[src/rtl/lane_gate_pkg.sv]
package lane_gate_pkg;
  // Target space selected by wr_space / rd_space
  typedef enum logic {
    SPACE_DATA = 1'b0,
    SPACE_CTRL = 1'b1
  } space_e;

  // Bit position of lane 0's enable inside the control register
  localparam int CTRL_MASK_LSB = 3;
endpackage

[src/rtl/lane_ctrl.sv]
module lane_ctrl #(
  parameter int LANES    = 4,
  parameter int DATA_W   = 32,
  parameter int MASK_LSB = 3
) (
  input  logic              clk,
  input  logic              rst,
  input  logic              ctrl_we,
  input  logic [DATA_W-1:0] ctrl_wdata,
  output logic [LANES-1:0]  lane_mask
);
  logic [LANES-1:0] mask_q;

  always_ff @(posedge clk) begin
    if (rst) begin
      mask_q <= '1;
    end else if (ctrl_we) begin
      mask_q <= ctrl_wdata[MASK_LSB +: LANES];
    end
  end

  assign lane_mask = mask_q;

  // reset leaves every lane enabled
  assert_reset_mask_R1: assert property (@(posedge clk)
    rst |=> mask_q == {LANES{1'b1}});

  // mask unchanged whenever no control write occurs
  assert_mask_hold_R5: assert property (@(posedge clk) disable iff (rst)
    !ctrl_we |=> $stable(mask_q));

  // a control write is in force on the following cycle
  assert_mask_load_R6: assert property (@(posedge clk) disable iff (rst)
    ctrl_we |=> mask_q == $past(ctrl_wdata[MASK_LSB +: LANES]));
endmodule

[src/rtl/lane_bank.sv]
module lane_bank #(
  parameter int DEPTH  = 16,
  parameter int LANE_W = 8,
  localparam int IDX_W = $clog2(DEPTH)
) (
  input  logic              clk,
  input  logic              we,
  input  logic [IDX_W-1:0]  waddr,
  input  logic [LANE_W-1:0] wdata,
  input  logic              re,
  input  logic [IDX_W-1:0]  raddr,
  output logic [LANE_W-1:0] rdata
);
  logic [LANE_W-1:0] mem [DEPTH];
  logic [LANE_W-1:0] rdata_q;

  // Read-first single-clock RAM, one byte lane wide
  always_ff @(posedge clk) begin
    if (we) begin
      mem[waddr] <= wdata;
    end
    if (re) begin
      rdata_q <= mem[raddr];
    end
  end

  assign rdata = rdata_q;
endmodule

[src/rtl/lane_readback.sv]
module lane_readback #(
  parameter int LANES    = 4,
  parameter int DATA_W   = 32,
  parameter int MASK_LSB = 3
) (
  input  logic              clk,
  input  logic              rst,
  input  logic              rd_en,
  input  logic              rd_ctrl,
  input  logic [LANES-1:0]  lane_mask,
  input  logic [DATA_W-1:0] bank_rdata,
  output logic              rd_valid,
  output logic [DATA_W-1:0] rd_data
);
  logic              valid_q;
  logic              ctrl_sel_q;
  logic [DATA_W-1:0] ctrl_word_q;

  always_ff @(posedge clk) begin
    if (rst) begin
      valid_q     <= 1'b0;
      ctrl_sel_q  <= 1'b0;
      ctrl_word_q <= '0;
    end else begin
      valid_q <= rd_en;
      if (rd_en) begin
        ctrl_sel_q  <= rd_ctrl;
        ctrl_word_q <= DATA_W'(lane_mask) << MASK_LSB;
      end
    end
  end

  assign rd_valid = valid_q;
  assign rd_data  = ctrl_sel_q ? ctrl_word_q : bank_rdata;

  // every read strobe produces a valid beat one cycle later
  assert_rd_valid_R7: assert property (@(posedge clk) disable iff (rst)
    rd_en |=> rd_valid);

  // control readback shows nothing outside the mask field
  assert_ctrl_zero_R2: assert property (@(posedge clk) disable iff (rst)
    (rd_valid && ctrl_sel_q) |->
      ((rd_data & ~(DATA_W'({LANES{1'b1}}) << MASK_LSB)) == '0));
endmodule

[src/rtl/lane_write_gate.sv]
module lane_write_gate
  import lane_gate_pkg::*;
#(
  parameter int DEPTH  = 16,
  parameter int LANES  = 4,
  parameter int LANE_W = 8,
  localparam int DATA_W = LANES * LANE_W,
  localparam int IDX_W  = $clog2(DEPTH),
  localparam int OFF_W  = $clog2(LANES),
  localparam int ADDR_W = IDX_W + OFF_W
) (
  input  logic              clk,
  input  logic              rst,
  input  logic              wr_en,
  input  logic              wr_space,
  input  logic [ADDR_W-1:0] wr_addr,
  input  logic [DATA_W-1:0] wr_data,
  input  logic              rd_en,
  input  logic              rd_space,
  input  logic [ADDR_W-1:0] rd_addr,
  output logic              rd_valid,
  output logic [DATA_W-1:0] rd_data
);
  logic              ctrl_we;
  logic              data_we;
  logic              data_re;
  logic [LANES-1:0]  lane_mask;
  logic [DATA_W-1:0] bank_rdata;
  logic [IDX_W-1:0]  wr_idx;
  logic [IDX_W-1:0]  rd_idx;

  assign ctrl_we = wr_en && (wr_space == SPACE_CTRL);
  assign data_we = wr_en && (wr_space == SPACE_DATA);
  assign data_re = rd_en && (rd_space == SPACE_DATA);
  assign wr_idx  = wr_addr[ADDR_W-1:OFF_W];
  assign rd_idx  = rd_addr[ADDR_W-1:OFF_W];

  lane_ctrl #(
    .LANES    (LANES),
    .DATA_W   (DATA_W),
    .MASK_LSB (CTRL_MASK_LSB)
  ) u_ctrl (
    .clk        (clk),
    .rst        (rst),
    .ctrl_we    (ctrl_we),
    .ctrl_wdata (wr_data),
    .lane_mask  (lane_mask)
  );

  for (genvar l = 0; l < LANES; l++) begin : g_lane
    lane_bank #(
      .DEPTH  (DEPTH),
      .LANE_W (LANE_W)
    ) u_bank (
      .clk   (clk),
      .we    (data_we && lane_mask[l]),
      .waddr (wr_idx),
      .wdata (wr_data[l*LANE_W +: LANE_W]),
      .re    (data_re),
      .raddr (rd_idx),
      .rdata (bank_rdata[l*LANE_W +: LANE_W])
    );
  end

  lane_readback #(
    .LANES    (LANES),
    .DATA_W   (DATA_W),
    .MASK_LSB (CTRL_MASK_LSB)
  ) u_rb (
    .clk        (clk),
    .rst        (rst),
    .rd_en      (rd_en),
    .rd_ctrl    (rd_space == SPACE_CTRL),
    .lane_mask  (lane_mask),
    .bank_rdata (bank_rdata),
    .rd_valid   (rd_valid),
    .rd_data    (rd_data)
  );
endmodule

[config.mk]
export PLATFORM = sky130hd
export DESIGN_NAME = lane_write_gate
export DESIGN_NICKNAME = d
export VERILOG_FILES = /design/src/rtl/lane_gate_pkg.sv /design/src/rtl/lane_ctrl.sv /design/src/rtl/lane_bank.sv /design/src/rtl/lane_readback.sv /design/src/rtl/lane_write_gate.sv
export SDC_FILE = /design/constraint.sdc
export NUM_CORES = 1
export LEC_CHECK = 0
export ABC_AREA = 0
export CAP_MARGIN = 20
export CORE_MARGIN = 2
export CORE_UTILIZATION = 65
export DETAILED_ROUTE_END_ITERATION = 12
export PLACE_DENSITY = 0.84
export SLEW_MARGIN = 20
export SYNTH_ARGS = -nofsm -noshare
export SYNTH_HDL_FRONTEND = slang
export SYNTH_SLANG_ARGS = --single-unit
[constraint.sdc]
create_clock -name clk -period 5.28 [get_ports clk]
set_clock_uncertainty 0.2 [all_clocks]
set_input_delay 1.584 -clock clk [delete_from_list [all_inputs] [get_ports clk]]
set_output_delay 1.584 -clock clk [all_outputs]
set_load 0.02 [all_outputs]
Yosys cells after proc, flatten, opt, wreduce, memory -nomap -nowiden
Memories as Yosys holds them, arrays and structs flattened. A register that Yosys moved wholly into a read port is not among the register bits.
Index checks and enable logic that the tools add are counted.
Storage, ports and cells
  bits in registers: 10
  memory bits (writable): 512
  input bits: 50
  output and inout port bits: 33
  word-level logic and storage cells: 26
  memories kept: 4
Memories
  g_lane[0].u_bank.mem: depth 16, width 8, read ports 1, clocked after Yosys merged registers in 1, wr ports 1, line lane_bank.sv:14  | logic [LANE_W-1:0] mem [DEPTH];
  g_lane[1].u_bank.mem: depth 16, width 8, read ports 1, clocked after Yosys merged registers in 1, wr ports 1, line lane_bank.sv:14
  g_lane[2].u_bank.mem: depth 16, width 8, read ports 1, clocked after Yosys merged registers in 1, wr ports 1, line lane_bank.sv:14
  g_lane[3].u_bank.mem: depth 16, width 8, read ports 1, clocked after Yosys merged registers in 1, wr ports 1, line lane_bank.sv:14
Cells by class
  multiplexer cells: 9
  bitwise operators: 2
  reductions and logical operators: 7
Operator list (count)
  $mux W32: 1
  $mux W1: 8
  $logic_and A1 B1 Y1: 7
  $not A1 Y1: 2

Longest topological paths before layout
  depth after elaboration: 5
  depth in mapped cells: 5
  gate-level depth less buffers: 3

Hierarchy
From an unflattened synthesis, not the netlist that was laid out.
Unflattened totals
  cells, all modules: 987
  area total of the unflattened synthesis: 21546.9 sq um
By module, submodules not included
  lane_bank: times used 4, cells an instance 229, area each 5227.5 sq um, sequential area each 4083.9 sq um
  lane_readback: times used 1, cells an instance 53, area each 447.9 sq um, sequential area each 120.1 sq um
  lane_ctrl: times used 1, cells an instance 12, area each 140.1 sq um, sequential area each 80.1 sq um
  lane_write_gate: times used 1, cells an instance 6, area each 48.8 sq um, sequential area each 0.0 sq um

Worst setup path before layout
OpenSTA, ideal clock, no wires.
  kind: input -> register
  from: in rd_en
  to: reg g_lane[0].u_bank.rdata_q[0], read port of g_lane[0].u_bank.mem (enable)
  setup time: 0.425 ns
  arrival: 3.379 ns
  required time: 4.655 ns
  setup slack: 1.275 ns
  cell stages on the path: 2
  buffers on the path: 1
  path through: clkbuf_1 > nor2b_1
On the way
  cells in the longest elaborated chain, start to end: 1
RTL lines
  from (decl): line lane_write_gate.sv:18  | input logic rd_en,
  $logic_and A1 B1 Y1: line lane_write_gate.sv:34  | assign data_re = rd_en && (rd_space == SPACE_DATA);
  via data_re: line lane_write_gate.sv:26  | logic data_re;
  to (decl): line lane_bank.sv:15  | logic [LANE_W-1:0] rdata_q;
The timed path passes the listed nets, and every way through them passes these cells.
A chain may end at the register's enable or synchronous reset.

Worst setup path in the final report
  from: reg u_rb.ctrl_sel_q
  to: out rd_data[4]
On the way
  cells in the longest elaborated chain, start to end: 1
RTL lines
  from (decl): line lane_readback.sv:16  | logic ctrl_sel_q;
  from (signal assigned): line lane_readback.sv:27  | ctrl_sel_q <= rd_ctrl;
  $mux W32: line lane_readback.sv:34  | assign rd_data = ctrl_sel_q ? ctrl_word_q : bank_rdata;
  to (decl): line lane_write_gate.sv:22  | output logic [DATA_W-1:0] rd_data
Every way passes these cells.

==> reports/summary.txt <==
Average footprint of a synthesized cell -> 21.5 um2
Peak supply drop -> 0.000309 V
Clock Path Buffers -> 3
First-pass GRT wire length -> 62.8 mm
Most frequent cells after synthesis -> 544 x edfxtp_1, 128 x mux4_2, 72 x nor2_1, 64 x a22oi_1, 46 x nand2_1
Synth warnings -> 0
Vias -> 10000
Outcome -> finished, final reports clean
CTS clock-pin slew for the worst setup and hold paths -> 0.06 ns
Placed cell count -> 1420
Post-synthesis adder-cell area fraction -> 0
Worst slew pin tran -> 1.01 ns
Synth Area in Simple Gates -> 0.0353
Compound-gate portion of the synthesized area -> 0.0245
CTS resizes -> 0
Post-CTS setup buffers -> 0
Io pins -> 83
WS Path Type -> register to output pin
Slew HR -> 0.323
# setup viols final -> 0
DRT met1 WL -> 15.8 mm
Top cells by area, synth -> edfxtp_1 78%, mux4_2 14%, a22oi_1 2.3%, nor2_1 1.3%, nor2b_1 1.1%
Yosys reg bits -> 554
Gr ovfl total -> 0
Most common cell in the synthesized netlist -> edfxtp_1
Leakage -> 7.61 nW
Fraction of registers with async set/reset -> 0
Syn Nets -> 1028
Hold Slack -> 0.298 ns
Slew Viols, Final -> 0
Critical Path Source Type -> register
H-tree levels -> 2
Share of the synthesized area in the top cell type -> 0.777
Area Growth Syn to Fin -> 14.1%
Gp weighted congestion -> 0.755
Final std cells w/o fill -> 1520
Cell Pwr Density -> 382 nW/um2
Top Layer Used -> met4
Worst hold path type -> register to register
Synth Cell Area -> 21000 um2
Iteration count of the initial detailed-routing pass -> 6
Wire per inst -> 27.2 um
1st-iter DRT viols -> 1321
DRC -> 0
Number of distinct library cells after synthesis -> 19
Share of cells above drive strength 1 -> 0.206
Largest net degree at the start of global routing -> 65
Input/output buffers -> 78
Total CTS buffers -> 53
Initial Util -> 0.663
Clock Root Buffer -> clkbuf_16
Crit-path max FO -> 33
Fin. Hold Viols -> 0
Clock tree from TritonCTS -> done
Fmax -> 238 MHz
Fillers -> 1578
Core area -> 31700 um2
# rows -> 65
Vias per cell -> 6.61
Worst-skew pair later-pin latency -> 0.57 ns
Max Cap Viol -> 0
Main combinational cell family by area after synthesis -> multiplexers
Period utilisation layout -> 0.794
DIE WIDTH -> 184 um
Nets -> 1123
Crit path DAT -> 2.41 ns
Initial antenna violation count -> 1
Die Y -> 184 um
Vias in the first global route -> 10300
Post-Synth XOR/XNOR Area -> 0
Post-synthesis sequential area ratio -> 0.786
Hold_buf cts -> 0
Final ANT Viol Nets -> 0
Total global-route track usage -> 0.254
Synth area leader -> edfxtp_1
Total clock sinks -> 554
Minimum clock period -> 4.19 ns
Post-synth EDFFs -> 544
Dominant synthesized flop cell -> edfxtp_1
Post-synthesis mux area share -> 0.142
Worst Setup End Kind -> output pin
WL final -> 41.4 mm
Critical Path RT -> 3.50 ns
Full die area -> 33800 um2
Final HPWL DP -> 24.8 mm
Met2 WL -> 21.1 mm
Mapped Cells -> 978
Metal3 WL -> 3.48 mm
Setup TNS after final layout -> 0 ns
Unrepaired setup endpoints after global routing -> false
layout make-up:
type | count | area, um2 | share of cell area
flip-flops and latches | 554 | 16500 | 0.689
multi-input cells | 372 | 4250 | 0.177
clock buffers | 67 | 1430 | 0.0597
repair buffers | 92 | 925 | 0.0386
well taps | 402 | 503 | 0.0210
clock inverters | 32 | 335 | 0.0140
diodes | 1 | 2.50 | 0.000104
through the flow:
| step | setup slack (ns) | total power (W) | cell area (um2) | utilization |
|---|---|---|---|---|
| 6_report | 1.09 | 0.00917 | 24000 | 0.756 |
| 3_5_place_dp | 0.942 | 0.00545 | 22200 | 0.700 |
| 4_1_cts | 1.03 | 0.00922 | 24000 | 0.756 |
| 3_3_place_gp | 0.994 | 0.00543 | 22200 | 0.700 |
| 2_1_floorplan | 1.28 | 0.00525 | 21000 | - |
| 5_1_grt | 0.987 | 0.00940 | 24000 | 0.756 |
logic make-up after synthesis:
logic type             Yosys count
AO/OA/AOI/OAI                   68
buffers and inverters           52
flip-flops                     554
multiplexers                   137
AND/OR/NAND/NOR                167
registers in the layout (all words and copies together), names as in the netlist:
name                 flops
u_rb.ctrl_sel_q          1
u_rb.ctrl_word_q         4
u_rb.rd_valid            1
g_lane.u_bank.mem      512
u_ctrl.lane_mask         4
g_lane.u_bank.rdata     32
critical path: stages, from the launching register on:
cell,delay [ns]
dfxtp_2,0.89
mux2_2,0.41
clkdlybuf4s50_1,0.54
power by group:
group	switching (W)	total [W]	internal, W
logic	0.000270	0.000466	0.000196
registers	0.0000186	0.00490	0.00488
clock network	0.00155	0.00381	0.00226
final timing paths:
path	start	to	slack, ns	cells after the start
hold reg to reg	u_rb.ctrl_word_q[5]	u_rb.ctrl_word_q[5]	0.30	2
setup / recovery	u_rb.ctrl_sel_q	rd_data[4]	1.09	2
setup reg to reg	u_ctrl.lane_mask[2]	g_lane[2].u_bank.mem[10][4]	2.95	2
hold / removal	u_rb.ctrl_word_q[5]	u_rb.ctrl_word_q[5]	0.30	2
cells in the final DEF (no fill, tap or decap):
cell type / Yosys / routed
a22oi_1: 64 / 64
inv_6: 0 / 1
clkinv_2: 0 / 10
buf_12: 0 / 3
clkbuf_1: 26 / 11
dfxtp_1: 10 / 9
clkinv_4: 0 / 2
edfxtp_1: 544 / 544
and3_1: 4 / 4
clkbuf_16: 0 / 55
nor2_1: 72 / 71
clkinvlp_4: 0 / 1
buf_4: 11 / 12
nand4_1: 1 / 1
mux2i_1: 5 / 5
clkinv_1: 0 / 11
nand2_1: 46 / 46
nor2b_1: 37 / 34
a211o_1: 4 / 4
bufinv_16: 0 / 7
diode_2: 0 / 1
dfxtp_2: 0 / 1
nand3_1: 6 / 6
nor2b_2: 0 / 2
mux4_2: 128 / 128
nor2_2: 0 / 1
mux2_2: 4 / 4
clkbuf_8: 0 / 2
nor2b_4: 0 / 1
clkdlybuf4s50_1: 0 / 76
and2_1: 1 / 1
layer usage:
layer / vias to the layer above / GRT usage
li1: 4239 / -
met1: 5174 / 0.356
met2: 546 / 0.415
met3: 85 / 0.0499
met4: 0 / 0.0822
met5: - / 0
(Power assumes the default switching activity.)
